[config.mk]
export PLATFORM = sky130hd
export DESIGN_NAME = fuse_prog_seq
export DESIGN_NICKNAME = d
export VERILOG_FILES = /design/src/rtl/fuse_prog_pkg.sv /design/src/rtl/fuse_prog_timer.sv /design/src/rtl/fuse_prog_cool.sv /design/src/rtl/fuse_prog_fsm.sv /design/src/rtl/fuse_prog_seq.sv
export SDC_FILE = /design/constraint.sdc
export NUM_CORES = 1
export LEC_CHECK = 0
export BUFFER_PORTS_ARGS = -buffer_cell sky130_fd_sc_hd__buf_2
export CAP_MARGIN = 20
export CORE_ASPECT_RATIO = 1.2
export CORE_MARGIN = 2
export CORE_UTILIZATION = 50
export CTS_BUF_LIST = sky130_fd_sc_hd__clkbuf_4
export DETAILED_ROUTE_END_ITERATION = 16
export GPL_TIMING_DRIVEN = 0
export PLACE_DENSITY = 0.75
export SETUP_SLACK_MARGIN = 0.05
export SYNTH_ARGS = -nofsm -noshare
export SYNTH_HDL_FRONTEND = slang
export SYNTH_HIERARCHICAL = 1
export SYNTH_SLANG_ARGS = --single-unit
export TNS_END_PERCENT = 50
[constraint.sdc]
create_clock -name clk -period 4.45 [get_ports clk]
set_input_delay 0.445 -clock clk [delete_from_list [all_inputs] [get_ports clk]]
set_output_delay 0.445 -clock clk [all_outputs]
set_load 0.1 [all_outputs]
[src/rtl/fuse_prog_pkg.sv]
package fuse_prog_pkg;

   typedef enum logic [2:0] {
      ST_IDLE,
      ST_SETUP,
      ST_DISABLE,
      ST_BOOST_WAIT,
      ST_PULSE,
      ST_UNBOOST,
      ST_COOL,
      ST_DONE
   } prog_state_e;

   function automatic int pmax(input int a, input int b);
      return (a > b) ? a : b;
   endfunction

endpackage

[src/rtl/fuse_prog_timer.sv]
module fuse_prog_timer #(
   parameter int TW = 8
) (
   input  logic          clk,
   input  logic          rst_n,
   input  logic          load,
   input  logic [TW-1:0] load_val,
   output logic          expired
);

   logic [TW-1:0] cnt_q;

   always_ff @(posedge clk) begin
      if (!rst_n) begin
         cnt_q <= '0;
      end else if (load) begin
         cnt_q <= load_val;
      end else if (cnt_q != '0) begin
         cnt_q <= cnt_q - TW'(1);
      end
   end

   assign expired = (cnt_q == '0);

endmodule

[src/rtl/fuse_prog_cool.sv]
module fuse_prog_cool #(
   parameter int BT_W       = 8,
   parameter int CT_W       = 10,
   parameter int COOL_RATIO = 2,
   parameter int COOL_MIN   = 16
) (
   input  logic            clk,
   input  logic            rst_n,
   input  logic            clear,
   input  logic            count_en,
   output logic [CT_W-1:0] cool_cyc
);

   localparam int SH = (COOL_RATIO > 1) ? $clog2(COOL_RATIO) : 0;

   logic [BT_W-1:0] on_q;
   logic [CT_W-1:0] on_total;
   logic [CT_W-1:0] scaled;

   always_ff @(posedge clk) begin
      if (!rst_n) begin
         on_q <= '0;
      end else if (clear) begin
         on_q <= '0;
      end else if (count_en) begin
         on_q <= on_q + BT_W'(1);
      end
   end

   // includes the boost cycle in progress when the value is consumed
   assign on_total = CT_W'(on_q) + CT_W'(1);

   generate
      if ((COOL_RATIO & (COOL_RATIO - 1)) == 0) begin : g_shift
         assign scaled = on_total << SH;
      end else begin : g_mul
         assign scaled = on_total * CT_W'(COOL_RATIO);
      end
   endgenerate

   assign cool_cyc = (scaled < CT_W'(COOL_MIN)) ? CT_W'(COOL_MIN) : scaled;

endmodule

[src/rtl/fuse_prog_fsm.sv]
module fuse_prog_fsm
   import fuse_prog_pkg::*;
#(
   parameter int TW          = 10,
   parameter int CT_W        = 10,
   parameter int SETUP_CYC   = 3,
   parameter int DISABLE_CYC = 2,
   parameter int BOOST_TMO   = 40,
   parameter int PULSE_CYC   = 64,
   parameter int GUARD_CYC   = 2
) (
   input  logic            clk,
   input  logic            rst_n,
   input  logic            cmd_valid,
   input  logic            boost_ok,
   input  logic [CT_W-1:0] cool_cyc,
   output prog_state_e     state,
   output logic            accept,
   output logic            abort
);

   prog_state_e   st_q, st_d;
   logic          tm_load;
   logic [TW-1:0] tm_val;
   logic          tm_exp;

   fuse_prog_timer #(.TW(TW)) u_timer (
      .clk      (clk),
      .rst_n    (rst_n),
      .load     (tm_load),
      .load_val (tm_val),
      .expired  (tm_exp)
   );

   always_comb begin
      st_d    = st_q;
      tm_load = 1'b0;
      tm_val  = '0;
      accept  = 1'b0;
      abort   = 1'b0;
      unique case (st_q)
         ST_IDLE: if (cmd_valid) begin
            accept  = 1'b1;
            st_d    = ST_SETUP;
            tm_load = 1'b1;
            tm_val  = TW'(SETUP_CYC - 1);
         end
         ST_SETUP: if (tm_exp) begin
            st_d    = ST_DISABLE;
            tm_load = 1'b1;
            tm_val  = TW'(DISABLE_CYC - 1);
         end
         ST_DISABLE: if (tm_exp) begin
            st_d    = ST_BOOST_WAIT;
            tm_load = 1'b1;
            tm_val  = TW'(BOOST_TMO - 1);
         end
         ST_BOOST_WAIT: if (boost_ok) begin
            st_d    = ST_PULSE;
            tm_load = 1'b1;
            tm_val  = TW'(PULSE_CYC - 1);
         end else if (tm_exp) begin
            abort   = 1'b1;
            st_d    = ST_UNBOOST;
            tm_load = 1'b1;
            tm_val  = TW'(GUARD_CYC - 1);
         end
         ST_PULSE: if (tm_exp) begin
            st_d    = ST_UNBOOST;
            tm_load = 1'b1;
            tm_val  = TW'(GUARD_CYC - 1);
         end
         ST_UNBOOST: if (tm_exp) begin
            st_d    = ST_COOL;
            tm_load = 1'b1;
            tm_val  = TW'(cool_cyc) - TW'(1);
         end
         ST_COOL: if (tm_exp) st_d = ST_DONE;
         ST_DONE: st_d = ST_IDLE;
         default: st_d = ST_IDLE;
      endcase
   end

   always_ff @(posedge clk) begin
      if (!rst_n) st_q <= ST_IDLE;
      else        st_q <= st_d;
   end

   assign state = st_q;

endmodule

[src/rtl/fuse_prog_seq.sv]
module fuse_prog_seq
   import fuse_prog_pkg::*;
#(
   parameter int ADDR_W      = 8,
   parameter int DATA_W      = 4,
   parameter int CLK_KHZ     = 64,
   parameter int SETUP_CYC   = 3,
   parameter int DISABLE_CYC = 2,
   parameter int BOOST_TMO   = 40,
   parameter int GUARD_CYC   = 2,
   parameter int COOL_RATIO  = 2,
   parameter int COOL_MIN    = 150
) (
   input  logic              clk,
   input  logic              rst_n,
   input  logic              cmd_valid,
   input  logic [ADDR_W-1:0] cmd_addr,
   input  logic [DATA_W-1:0] cmd_data,
   input  logic              boost_ok,
   output logic              busy,
   output logic              done,
   output logic              err,
   output logic [ADDR_W-1:0] prom_addr,
   output logic [DATA_W-1:0] pull_low,
   output logic              vnom_en,
   output logic              boost_req,
   output logic              prog_oe
);

   localparam int PULSE_CYC = CLK_KHZ;
   localparam int BT_W = $clog2(BOOST_TMO + PULSE_CYC + GUARD_CYC + 2);
   localparam int CT_W = pmax(BT_W + $clog2(COOL_RATIO) + 1, $clog2(COOL_MIN + 1));
   localparam int TW   = pmax(CT_W, pmax($clog2(SETUP_CYC + 1), $clog2(DISABLE_CYC + 1)));

   generate
      if (ADDR_W < 1 || DATA_W < 1) begin : g_bad_width
         $error("fuse_prog_seq: ADDR_W and DATA_W must be at least 1");
      end
      if (SETUP_CYC < 1 || DISABLE_CYC < 1 || GUARD_CYC < 1 || BOOST_TMO < 1) begin : g_bad_time
         $error("fuse_prog_seq: every interval must be at least one cycle");
      end
      if (CLK_KHZ < 1 || COOL_RATIO < 1 || COOL_MIN < 1) begin : g_bad_rate
         $error("fuse_prog_seq: CLK_KHZ, COOL_RATIO and COOL_MIN must be positive");
      end
   endgenerate

   prog_state_e     st;
   logic            accept, abort;
   logic [CT_W-1:0] cool_cyc;
   logic [ADDR_W-1:0] addr_q;
   logic [DATA_W-1:0] pat_q;
   logic              err_q;

   fuse_prog_fsm #(
      .TW(TW), .CT_W(CT_W), .SETUP_CYC(SETUP_CYC), .DISABLE_CYC(DISABLE_CYC),
      .BOOST_TMO(BOOST_TMO), .PULSE_CYC(PULSE_CYC), .GUARD_CYC(GUARD_CYC)
   ) u_fsm (
      .clk       (clk),
      .rst_n     (rst_n),
      .cmd_valid (cmd_valid),
      .boost_ok  (boost_ok),
      .cool_cyc  (cool_cyc),
      .state     (st),
      .accept    (accept),
      .abort     (abort)
   );

   fuse_prog_cool #(
      .BT_W(BT_W), .CT_W(CT_W), .COOL_RATIO(COOL_RATIO), .COOL_MIN(COOL_MIN)
   ) u_cool (
      .clk      (clk),
      .rst_n    (rst_n),
      .clear    (accept),
      .count_en (boost_req),
      .cool_cyc (cool_cyc)
   );

   always_ff @(posedge clk) begin
      if (!rst_n) begin
         addr_q <= '0;
         pat_q  <= '0;
         err_q  <= 1'b0;
      end else begin
         if (accept) begin
            addr_q <= cmd_addr;
            pat_q  <= cmd_data;
            err_q  <= 1'b0;
         end else if (abort) begin
            err_q  <= 1'b1;
         end
      end
   end

   assign busy      = (st != ST_IDLE) && (st != ST_DONE);
   assign done      = (st == ST_DONE);
   assign boost_req = (st == ST_BOOST_WAIT) || (st == ST_PULSE) || (st == ST_UNBOOST);
   assign prog_oe   = (st == ST_PULSE);
   assign vnom_en   = busy;
   assign err       = err_q;
   assign prom_addr = addr_q;
   assign pull_low  = pat_q;

endmodule

[Yosys cells after proc, flatten, opt, wreduce, memory -nomap -nowiden]
Index checks and enable logic that the tools add are counted.
Storage, ports and cells
  output and inout port bits: 18
  word-level logic and storage cells: 61
  register bits after elaboration: 32
  bits of input ports: 16
Cells by class
  $add $sub $neg: 4
  bitwise gates (word level): 1
  equality and inequality tests: 13
  reductions and logical operators: 12
  multiplexer cells: 24
  $lt $le $gt $ge: 1
Operator list (count)
  2-to-1 mux 9 bit: 5
  case mux 9 bit (5 select lines): 1
  case mux 3 bit (8 select lines): 1
  2-to-1 mux 3 bit: 7
  subtractor 9 x 1 -> 9 bit, second input constant: 2
  == test 3 bit, second input constant: 4
  zero test 9 bit: 1
  < comparator 9 x 8 -> 1 bit, second input constant: 1
  nonzero test 9 bit: 1
  adder 7 x 1 -> 8 bit, second input constant: 1
  inequality test 2 x 1 -> 1 bit, second input constant: 4
  adder 7 x 1 -> 7 bit, second input constant: 1
  2-to-1 mux 1 bit: 7
  == test 3 x 2 -> 1 bit, second input constant: 2
  2-to-1 mux 6 bit: 1
  AND reduction 5 bit: 1
  OR reduction 2 bit: 2
  OR reduction 4 bit: 1
  == test 3 x 1 -> 1 bit, second input constant: 1
  zero test 3 bit: 1
  inequality test 3 bit, second input constant: 1
  case mux 1 bit (3 select lines): 1
  nonzero test 3 bit: 1
  logical OR 1 bit: 2
  5 further kinds: 5

[Depth between registers and ports, before layout]
Gate-level depths: netlist of run 1.
  word-level depth: 7
  mapped depth: 13
  depth with buffers taken out: 13

[Cells and area by module]
Netlist of run 1, hierarchy kept.
Modules (own cells, without submodules)
  fuse_prog_cool: area an instance 555.5 um2, cells an instance 69, sequential area each 140.1 um2, times used 1
  fuse_prog_seq: area an instance 545.5 um2, cells an instance 49, sequential area each 260.2 um2, times used 1
  fuse_prog_fsm: area an instance 513.0 um2, cells an instance 73, sequential area each 60.1 um2, times used 1
  fuse_prog_timer: area an instance 511.7 um2, cells an instance 62, sequential area each 180.2 um2, times used 1

[Least setup slack after synthesis of run 1]
OpenSTA, ideal clock, no wires.
  path kind: reg-to-output
  start: register u_fsm.st_q[2], in the netlist u_fsm/state[2]
  end: output vnom_en
  data required time: 4005 ps
  arrival time: 2838 ps
  stages on the path, launching flop included: 4
  path buffers: 1
  setup slack: 1167 ps
  cell sequence: dfxtp_1 -> and3_1 -> nor2_1 -> buf_4
On the way
  word-level cells in the longest chain between the ends: 2
  elaborated cells between the ends (all ways): 3
  those cells by class: 1 x eq/ne; 2 x reduce/logical
Ends and longest elaborated chain
  from (decl): RTL line fuse_prog_fsm.sv:22  | prog_state_e st_q, st_d;
  from (signal assigned): RTL line fuse_prog_fsm.sv:86  | else st_q <= st_d;
  inequality test 3 bit / nonzero test 3 bit (equally long branches): RTL line fuse_prog_seq.sv:94  | assign busy = (st != ST_IDLE) && (st != ST_DONE);
  logical AND 1 bit *: RTL line fuse_prog_seq.sv:94
  to (decl): RTL line fuse_prog_seq.sv:25  | output logic vnom_en,
Mark *: on every way between the ends. The rest lies on a longest branch, timed or not.

[Final worst setup path of run 1]
  start: register u_fsm.u_timer.cnt_q[0]
  end: register u_fsm.u_timer.cnt_q[7]
On the way
  word-level cells in the longest chain between the ends: 5
  elaborated cells between the ends (all ways): 11
  those cells by class: 1 x add/sub; 7 x mux; 3 x reduce/logical
Ends and longest elaborated chain
  from (decl): RTL line fuse_prog_timer.sv:11  | logic [TW-1:0] cnt_q;
  from (signal assigned): RTL line fuse_prog_timer.sv:17  | cnt_q <= load_val;
  from (signal assigned): RTL line fuse_prog_timer.sv:19  | cnt_q <= cnt_q - TW'(1);
  zero test 9 bit *: RTL line fuse_prog_timer.sv:23  | assign expired = (cnt_q == '0);
  via u_fsm.tm_exp: RTL line fuse_prog_fsm.sv:25  | logic tm_exp;
  2-to-1 mux 1 bit *
  2-to-1 mux 1 bit: RTL line fuse_prog_fsm.sv:58  | ST_BOOST_WAIT: if (boost_ok) begin
  case mux 1 bit (3 select lines) *: RTL line fuse_prog_fsm.sv:41  | unique case (st_q)
  via u_fsm.tm_load: RTL line fuse_prog_fsm.sv:23  | logic tm_load;
  2-to-1 mux 9 bit / nonzero test 2 bit (equally long branches)
Mark *: on every way through the listed nets, which the timed path passes. The rest lies on a longest branch. The select of a mux whose other input is x is not followed.
A chain may end at the register's enable or synchronous reset.

==> results.toml, run 1 <==
[run_status]
status = "completed"

[die]
core-area_mm2 = 0.004004
fp-row-count = 25
pin_count = 34
design.die.area_mm2 = 0.004791
die_x_um = 63.52
initial_core_util = 0.5309
fp.dieH_um = 75.43

[critical_path]
critical-path-max-stage-delay_ns = 0.34
path_cells = "inv_1 -> ha_1 -> nor4b_2 -> and3_1 -> buf_4 -> clkbuf_1 -> nor2b_1 -> nor2_1 -> a41oi_1 -> buf_6 -> inv_1 -> nand2_1 -> o21ai_0"
r2r_slack_ns = 1.58
critical_path_depth = 13
worstPathArrival_ns = 3.10
r2r_start = "u_fsm/u_timer/cnt_q[0]"
critPathTopFamily = "simple AND/OR/NAND/NOR gates"
r2r_end = "u_fsm/u_timer/cnt_q[7]"
critPathLaunch = "u_fsm/u_timer/cnt_q[0]"
critPathMaxFanout = 10
endpoint = "u_fsm/u_timer/cnt_q[7]"
end_kind = "flip-flop"
worst-path-buf-inv = 5
crit_required_ns = 4.68
worst_path_max_delay_cell = "dfxtp_1"
cp-start-kind = "flip-flop"
cp_common_cell = "inv_1"
crit_type = "reg2reg"
rr_worst_depth = 13

[clock_tree]
root_buffer = "clkbuf_4"
cts_resized = 0
cts_buffer_depth = 2
cts-htree-levels = 2
clkSinkCount = 32
clkLatencyLatePin_ns = 0.33
postCtsSetupRepairBufs = 0
cts_hold_buf = 0
cts_tree = "built"
path_clk_slew_ns = 0.11
numCtsBuffers = 5

[power]
power_density_mw_per_mm2 = 566.2
ir_drop_uv = 316.9
total_power_mw = 1.367
leakage_nw = 1.030

[cells_and_area]
insertedDiodeCount = 0
drive_gt1_frac = 0.2313
final_cell_mix = "36 x buf_2, 32 x dfxtp_1, 18 x nor2_1, 18 x nand3_1, 17 x nand2_1"
layout_commonest_cell = "buf_2"
final.fill_count = 412
nets = 313
area_growth_syn_to_layout_pct = 13.60

[synth]
synth_area_per_cell_um2 = 8.402
syn_area_mm2 = 0.002126
synthArstFlopShare = 0
synth_fp_nets = 273
synth_ff_type = "dfxtp_1"
yosysSeqAreaShare = 0.3014
synth_edf_count = 0
synthDistinctLibCells = 57
synth_cells = 253
yosysWarnings = 6
yosys_register_bits = 32

[flow_run]
maxCapViolCount = 0

[timing]
finalCritPeriodShare = 0.6447
period_needed_ns = 2.869
fmax_mhz = 348.6
rsz0062_at_grt = "false"
drv_slew = 0
hold_violations = 0
skew_ns = 0.01234
fin_tns_setup_ns = 0
setup_viol = 0

[place]
gp_congestion = 0.8736
dp_hpwl_um = 3289
portBuffers = 33

[drt]
wl_um = 4335
via_per_inst = 5.437
ant_nets = 0
wl_per_cell_um = 12.46
drc = 0
first_iter_violations = 73
first_pass_iters = 4
dr_total_vias = 1892

[global_route]
antenna_found_initial = 0
grt_max_degree = 13
grtUsageTotal = 0.1930
overflow = 0
grt_pass1_wl_um = 7445
grt_pass1_vias = 1778

[min_path]
hp-class = "in2reg"
==> cell families (layout without fill, tap and decap cells) <==
kind of cell,count (synthesis),in the layout,synth area share
and+or+nand+nor,106,106,0.2914
AOI/OAI and AO/OA,52,52,0.1619
DFF,32,32,0.3014
buffers and inverters,28,69,0.08357
muxes,17,17,0.08299
xor gates and xnor gates,13,13,0.05356
adders and majority gates,4,4,0.02354
other,1,1,0.001764
==> power by group <==
part / internal, mW / switching [mW] / leakage (nW)
sequential: 0.340 / 0.0505 / 0.261
combinational: 0.274 / 0.538 / 0.733
clock: 0.0606 / 0.104 / 0.0349
total: 0.675 / 0.692 / 1.03
==> worst min-delay path by stage <==
stage                                start                     end  slack [ns]  depth (start not counted)
global route                   cmd_addr[4]            prom_addr[4]        0.35                          3
global placement    u_fsm/u_timer/cnt_q[8]  u_fsm/u_timer/cnt_q[8]        0.48                          2
finish                         cmd_addr[4]            prom_addr[4]        0.37                          3
floorplan           u_fsm/u_timer/cnt_q[8]  u_fsm/u_timer/cnt_q[8]        0.45                          2
CTS                            cmd_addr[1]            prom_addr[1]        0.35                          3
detailed placement  u_fsm/u_timer/cnt_q[8]  u_fsm/u_timer/cnt_q[8]        0.48                          2
==> synth_stat cells, drive strengths merged, types with 5 or more instances <==
library cell	number	area [um2]
nor2	18	67.56
nor2b	14	87.58
xnor2	8	70.07
nand3	19	100.1
nand2	18	70.07
mux2i	15	150.1
buf	13	121.4
o21ai	16	83.83
nand2b	5	31.28
dfxtp	32	640.6
inv	11	41.29
a21oi	9	45.04
xor2	5	43.79
o211ai	6	45.04
or3	6	42.54
==> through the flow <==
stage / util / std cells / hold slack [ns] / worst slack [ns] / area [um2]
2_1_floorplan: - / 253 / 0.4534 / 1.167 / 2126
3_5_place_dp: 0.5891 / 340 / 0.4809 / 1.639 / 2359
5_1_grt: 0.6031 / 348 / 0.3490 / 1.273 / 2415
6_report: 0.6031 / 348 / 0.3674 / 1.581 / 2415
4_1_cts: 0.6031 / 348 / 0.3504 / 1.615 / 2415
3_3_place_gp: 0.5891 / 340 / 0.4811 / 1.615 / 2359
==> state kept, by name, summed over array words and instances (netlist names) <==
register	cells
prom_addr	8
u_fsm/state	3
u_fsm/u_timer/cnt_q	9
pull_low	4
u_cool/on_q	7
err	1
==> layer usage <==
layer  track usage  up-vias  wire, um
li1              -      986         -
met1        0.2189      854      1904
met2        0.3661       48      2211
met3       0.04284        4       189
met4       0.05797        0        29
met5             0        -         0
==> tightest hold or removal path: cells and delay by family <==
| family | cells | cell delay, ns |
|---|---|---|
| muxes | 1 | 0.06 |
| buffers and inverters | 1 | 0.07 |
| and+or+nand+nor | 1 | 0.09 |
==> layout make-up <==
| type | instances | area, um2 | share of cell area |
|---|---|---|---|
| Tap cell | 54 | 67.56 | 0.02798 |
| Timing Repair Buffer | 33 | 165.2 | 0.06839 |
| Multi-Input combinational cell | 193 | 1308 | 0.5414 |
| Inverter | 11 | 41.29 | 0.01710 |
| Clock buffer | 5 | 37.54 | 0.01554 |
| Sequential cell | 32 | 640.6 | 0.2653 |
| Buffer | 17 | 136.4 | 0.05648 |
| Clock inverter | 3 | 18.77 | 0.007772 |
No activity file was read; power rests on OpenSTA's default activity.
==> inputs of run 2 (changes only) <==
--- a/config.mk
+++ b/config.mk
@@ -13,7 +13,7 @@
 export CTS_BUF_LIST = sky130_fd_sc_hd__clkbuf_4
 export DETAILED_ROUTE_END_ITERATION = 16
 export GPL_TIMING_DRIVEN = 0
-export PLACE_DENSITY = 0.75
+export PLACE_DENSITY = 0.78
 export SETUP_SLACK_MARGIN = 0.05
 export SYNTH_ARGS = -nofsm -noshare
 export SYNTH_HDL_FRONTEND = slang
==> constraint.sdc (replaced) <==
create_clock -name clk -period 2.4 [get_ports clk]
set_input_delay 0.24 -clock clk [delete_from_list [all_inputs] [get_ports clk]]
set_output_delay 0.24 -clock clk [all_outputs]
set_load 0.1 [all_outputs]
==> run 2 against run 1 <==
Net effect:
- the flow now finishes with violations (setup timing)
- maximum frequency is 9.3% higher
- clock skew hardly changed
- die area is the same
- global-route usage up 3.9 points
- cell count up 6.6%
- combinational power increased by 120%
- power rose by 110%
- sequential power up 89%
- critical path depth is the same
- sequential share of layout area fell by 3.8 points
- critical path type unchanged
- critical endpoint unchanged
- largest power group unchanged
- highest routed layer unchanged
==> results.toml, run 2 (same netlist as run 1, synthesis figures left out) <==
[critical_path]
crit_required_ns = 2.62
cp-start-kind = "flip-flop"
r2r_end = "u_fsm/u_timer/cnt_q[7]"
r2r_slack_ns = -0.22
critPathLaunch = "u_cool/on_q[1]"
worstPathArrival_ns = 2.84
critPathMaxFanout = 6
endpoint = "u_fsm/u_timer/cnt_q[7]"
end_kind = "flip-flop"
crit_type = "reg2reg"
r2r_start = "u_cool/on_q[1]"
rr_worst_depth = 13

[timing]
rsz0062_at_grt = "true"
period_needed_ns = 2.624
setup_viol = 6
drv_slew = 0
setup_slack_ns = -0.2236
finalCritPeriodShare = 1.093
fmax_mhz = 381.2
hold_violations = 0
hold_ws_ns = 0.1647
skew_ns = 0.01263

[drt]
first_pass_iters = 4
first_iter_violations = 97
wl_per_cell_um = 15.62
dr_total_vias = 2143
drc = 0
wl_um = 5795
via_per_inst = 5.776
ant_nets = 0

[power]
power_density_mw_per_mm2 = 980.9
ir_drop_uv = 822.0
leakage_nw = 1.208

[global_route]
grt_pass1_wl_um = 8914
grtUsageTotal = 0.2323
grt_pass1_vias = 2030
overflow = 0
antenna_found_initial = 0
grt_max_degree = 13

[die]
initial_core_util = 0.5309
core-area_mm2 = 0.004004
die_x_um = 63.52
design.die.area_mm2 = 0.004791
fp.dieH_um = 75.43
pin_count = 34
fp-row-count = 25

[place]
portBuffers = 33
place_inst = 340
dp_hpwl_um = 3355
gp_congestion = 0.8111

[clock_tree]
root_buffer = "clkbuf_4"
numCtsBuffers = 5
clkSinkCount = 32
cts_buffer_depth = 2
path_clk_slew_ns = 0.11
clkLatencyLatePin_ns = 0.33
cts_tree = "built"
cts-htree-levels = 2

[cells_and_area]
drive_gt1_frac = 0.3943
nets = 336
layout_commonest_cell = "buf_2"
final_cell_mix = "36 x buf_2, 28 x dfxtp_1, 25 x buf_4, 17 x nor2_1, 16 x nand3_1"
area_growth_syn_to_layout_pct = 34.90
insertedDiodeCount = 0
largest_reg_flops = 9
largest-register = "u_fsm/u_timer/cnt_q"
layout.cells.non_filler = 371
fin_util = 0.7163

[run_status]
violations = "setup timing"
status = "finished, violations left"

[flow_run]
maxCapViolCount = 0

[min_path]
hp-class = "in2reg"
[run 2: changes by cell type in the layout (fill, tap and decap cells not counted), sizes merged]
| cell | change |
|---|---|
| clkbuf | +1 |
| clkinvlp | +1 |
| inv | -1 |
| clkinv | -2 |
| buf | +24 |
[run 2: worst min-delay path by stage]
stage	from	slack (ns)	cells past startpoint	endpoint
4_1_cts	cmd_addr[5]	0.16	3	prom_addr[5]
6_report	cmd_addr[0]	0.16	3	prom_addr[0]
5_1_grt	cmd_addr[0]	0.16	3	prom_addr[0]
2_1_floorplan	rst_n	0.37	1	prom_addr[6]
3_5_place_dp	u_fsm/u_timer/cnt_q[8]	0.48	2	u_fsm/u_timer/cnt_q[8]
3_3_place_gp	u_fsm/u_timer/cnt_q[8]	0.47	2	u_fsm/u_timer/cnt_q[8]
[run 2: through the flow]
step	power (mW)	worst slack (ns)	area, um2	TNS (ns)
3_5_place_dp	2.251	-0.4294	2370	-3.422
3_3_place_gp	2.222	-0.3833	2370	-3.063
5_1_grt	2.979	-0.2809	2868	-1.655
4_1_cts	2.743	-0.03275	2713	-0.09024
2_1_floorplan	2.012	-0.1626	2137	-0.5145
6_report	2.813	-0.2236	2868	-0.8901
[run 2: power breakdown]
group | switching (mW) | internal [mW]
Sequential | 0.105 | 0.632
Clock | 0.180 | 0.135
Combinational | 1.10 | 0.662
Total | 1.38 | 1.43
[run 2: cell type report]
| type | instances | area, um2 |
|---|---|---|
| Clock inverter | 1 | 3.754 |
| Fill cell | 318 | 1136 |
| Inverter | 11 | 45.04 |
| Clock buffer | 7 | 52.55 |
| Multi-Input combinational cell | 193 | 1548 |
| Buffer | 17 | 158.9 |
| Timing Repair Buffer | 56 | 341.6 |
| Sequential cell | 32 | 650.6 |
| Tap cell | 54 | 67.56 |
[run 2: metal layers]
layer	up-vias	global-route usage	part of all wire
met5	-	0	0
met4	0	0.09179	0.015
met3	8	0.03545	0.051
met2	88	0.4515	0.53
met1	1016	0.2564	0.41
li1	1031	-	-
[run 2: repair_timing]
action | CTS | global route
hold buffers | 0 | 0
gates resized for setup | 36 | 26
endpoints found under the setup margin | 9 | 9
buffers inserted | 18 | 5
pin swaps | 12 | 21
[run 2: critical path, cell delays in order (launching register included)]
cell,delay (ns)
dfxtp_4,0.39
buf_4,0.16
ha_4,0.14
nand2b_4,0.13
a21oi_4,0.06
a211oi_2,0.33
o211ai_1,0.22
buf_4,0.19
nor4_4,0.32
buf_4,0.18
a211oi_2,0.06
a31o_2,0.23
nand3_2,0.05
o21ai_1,0.05
==> inputs of run 3 (changes only) <==
--- a/config.mk
+++ b/config.mk
@@ -5,7 +5,7 @@
 export SDC_FILE = /design/constraint.sdc
 export NUM_CORES = 1
 export LEC_CHECK = 0
-export BUFFER_PORTS_ARGS = -buffer_cell sky130_fd_sc_hd__buf_2
+export BUFFER_PORTS_ARGS = -buffer_cell sky130_fd_sc_hd__clkbuf_2
 export CAP_MARGIN = 20
 export CORE_ASPECT_RATIO = 1.2
 export CORE_MARGIN = 2
==> run 3 against run 2 <==
Net effect:
- the flow still finishes with violations (setup timing)
- clock skew up 0.0010 ns
- critical path depth down 1
- count of clock-buffer cells in the layout unchanged
- design area up 4.1%
- sequential share of layout area down 0.68 points
- critical endpoint is now u_fsm/u_timer/cnt_q[8]
- highest routed layer unchanged
- setup slack better by 0.081 ns
- die area unchanged
- power up 1.5%
==> results.toml, run 3 (same netlist as run 1, synthesis figures left out) <==
[clock_tree]
clkLatencyLatePin_ns = 0.33
cts_tree = "built"
cts-htree-levels = 2
cts_hold_buf = 0
cts_buffer_depth = 2
clkSinkCount = 32
numCtsBuffers = 5
path_clk_slew_ns = 0.11
root_buffer = "clkbuf_4"

[die]
fp.dieH_um = 75.43
core-area_mm2 = 0.004004
fp-row-count = 25
pin_count = 34
design.die.area_mm2 = 0.004791
initial_core_util = 0.5309
die_x_um = 63.52

[drt]
first_pass_iters = 4
first_iter_violations = 112
dr_total_vias = 2229
via_per_inst = 5.928
wl_per_cell_um = 16.47
wl_um = 6192
ant_nets = 0
drc = 0

[cells_and_area]
fin_util = 0.7453
area_growth_syn_to_layout_pct = 40.38
largest_reg_flops = 9
final.fill_count = 308
layout_commonest_cell = "clkbuf_2"
drive_gt1_frac = 0.4410
layout.cells.non_filler = 376
insertedDiodeCount = 0
final_cell_mix = "33 x clkbuf_2, 25 x dfxtp_1, 23 x buf_4, 16 x nor2_1, 14 x mux2i_1"
largest-register = "u_fsm/u_timer/cnt_q"
nets = 341

[flow_run]
maxCapViolCount = 0

[timing]
skew_ns = 0.01367
finalCritPeriodShare = 1.059
hold_ws_ns = 0.1642
rsz0062_at_grt = "true"
drv_slew = 0
setup_viol = 5
setup_slack_ns = -0.1428
hold_violations = 0
period_needed_ns = 2.543
slew_headroom = 0.6199
fmax_mhz = 393.3
tightest_slew_ns = 0.5675

[place]
dp_hpwl_um = 3384
gp_congestion = 0.8117
portBuffers = 33
preCtsSetupSlack_ns = -0.4669
place_inst = 340

[global_route]
overflow = 0
grt_pass1_vias = 2124
antenna_found_initial = 0
grtUsageTotal = 0.2434
grt_pass1_wl_um = 9335
grt_max_degree = 13

[run_status]
status = "finished, violations left"
violations = "setup timing"

[power]
leakage_nw = 1.231
total_power_mw = 2.855
power_density_mw_per_mm2 = 956.8
ir_drop_uv = 1021

[critical_path]
r2r_slack_ns = -0.14
critPathMaxFanout = 5
crit_type = "reg2reg"
crit_required_ns = 2.67
r2r_start = "u_cool/on_q[0]"
r2r_end = "u_fsm/u_timer/cnt_q[8]"
cp-start-kind = "flip-flop"
worstPathArrival_ns = 2.82
rr_worst_depth = 12
end_kind = "flip-flop"

[min_path]
hold_depth = 3
hp-class = "in2reg"
min_from = "cmd_addr[3]"
worst_hold_path.endpoint = "prom_addr[3]"
[run 3: per-layer routing]
metal,vias up,GRT usage,part of all wire
met1,1053,0.2663,0.38
met4,0,0.09662,0.044
li1,1045,-,-
met5,-,0,0
met2,99,0.4702,0.52
met3,32,0.04431,0.055
[run 3: layout make-up]
type,instances,area [um2],area share
Timing Repair Buffer,62,425.4,0.1426
Buffer,16,143.9,0.04822
Clock buffer,7,52.55,0.01761
Inverter,11,45.04,0.01509
Sequential cell,32,656.9,0.2201
Multi-Input combinational cell,193,1589,0.5325
Clock inverter,1,3.754,0.001258
Tap cell,54,67.56,0.02264
[run 3: how the worst max path moves through the flow]
stage / from / endpoint / depth (start not counted)
finish: u_cool/on_q[0] / u_fsm/u_timer/cnt_q[8] / 12
global route: u_cool/on_q[1] / u_fsm/u_timer/cnt_q[8] / 12
CTS: u_cool/on_q[1] / u_fsm/u_timer/cnt_q[5] / 11
detailed placement: u_fsm/u_timer/cnt_q[0] / u_fsm/u_timer/cnt_q[7] / 13
global placement: u_fsm/u_timer/cnt_q[0] / u_fsm/u_timer/cnt_q[7] / 13
floorplan: u_fsm/state[2] / vnom_en / 3
[run 3: worst max-delay path, stage by stage (launching register included)]
cell and delay (ns):
dfxtp_4 0.40, buf_6 0.13, nand3_4 0.07, or3_4 0.39, nand4_4 0.09, buf_6 0.10, o211ai_1 0.13, buf_4 0.18
nor4_4 0.40, nand4_1 0.20, mux2i_1 0.23, nand3_1 0.10, nand2_1 0.06
[run 3: repair_timing]
| action | in CTS | in global routing |
|---|---|---|
| resized for setup | 43 | 39 |
| endpoints found under the setup margin | 9 | 9 |
| gates cloned | 0 | 0 |
| pin swaps | 19 | 24 |
| buffers inserted | 24 | 6 |
[run 3: power breakdown]
part | leakage, nW | switching [mW] | internal [mW]
Combinational | 0.932 | 1.12 | 0.675
Sequential | 0.265 | 0.112 | 0.633
Clock | 0.0338 | 0.179 | 0.135
Total | 1.23 | 1.41 | 1.44
[run 3: stage by stage]
step	cell area (um2)	setup TNS, ns
CTS	2774	-0.1250
detailed placement	2370	-3.712
global route	2984	-1.231
finish	2984	-0.4794
floorplan	2137	-0.5145
global placement	2370	-3.076
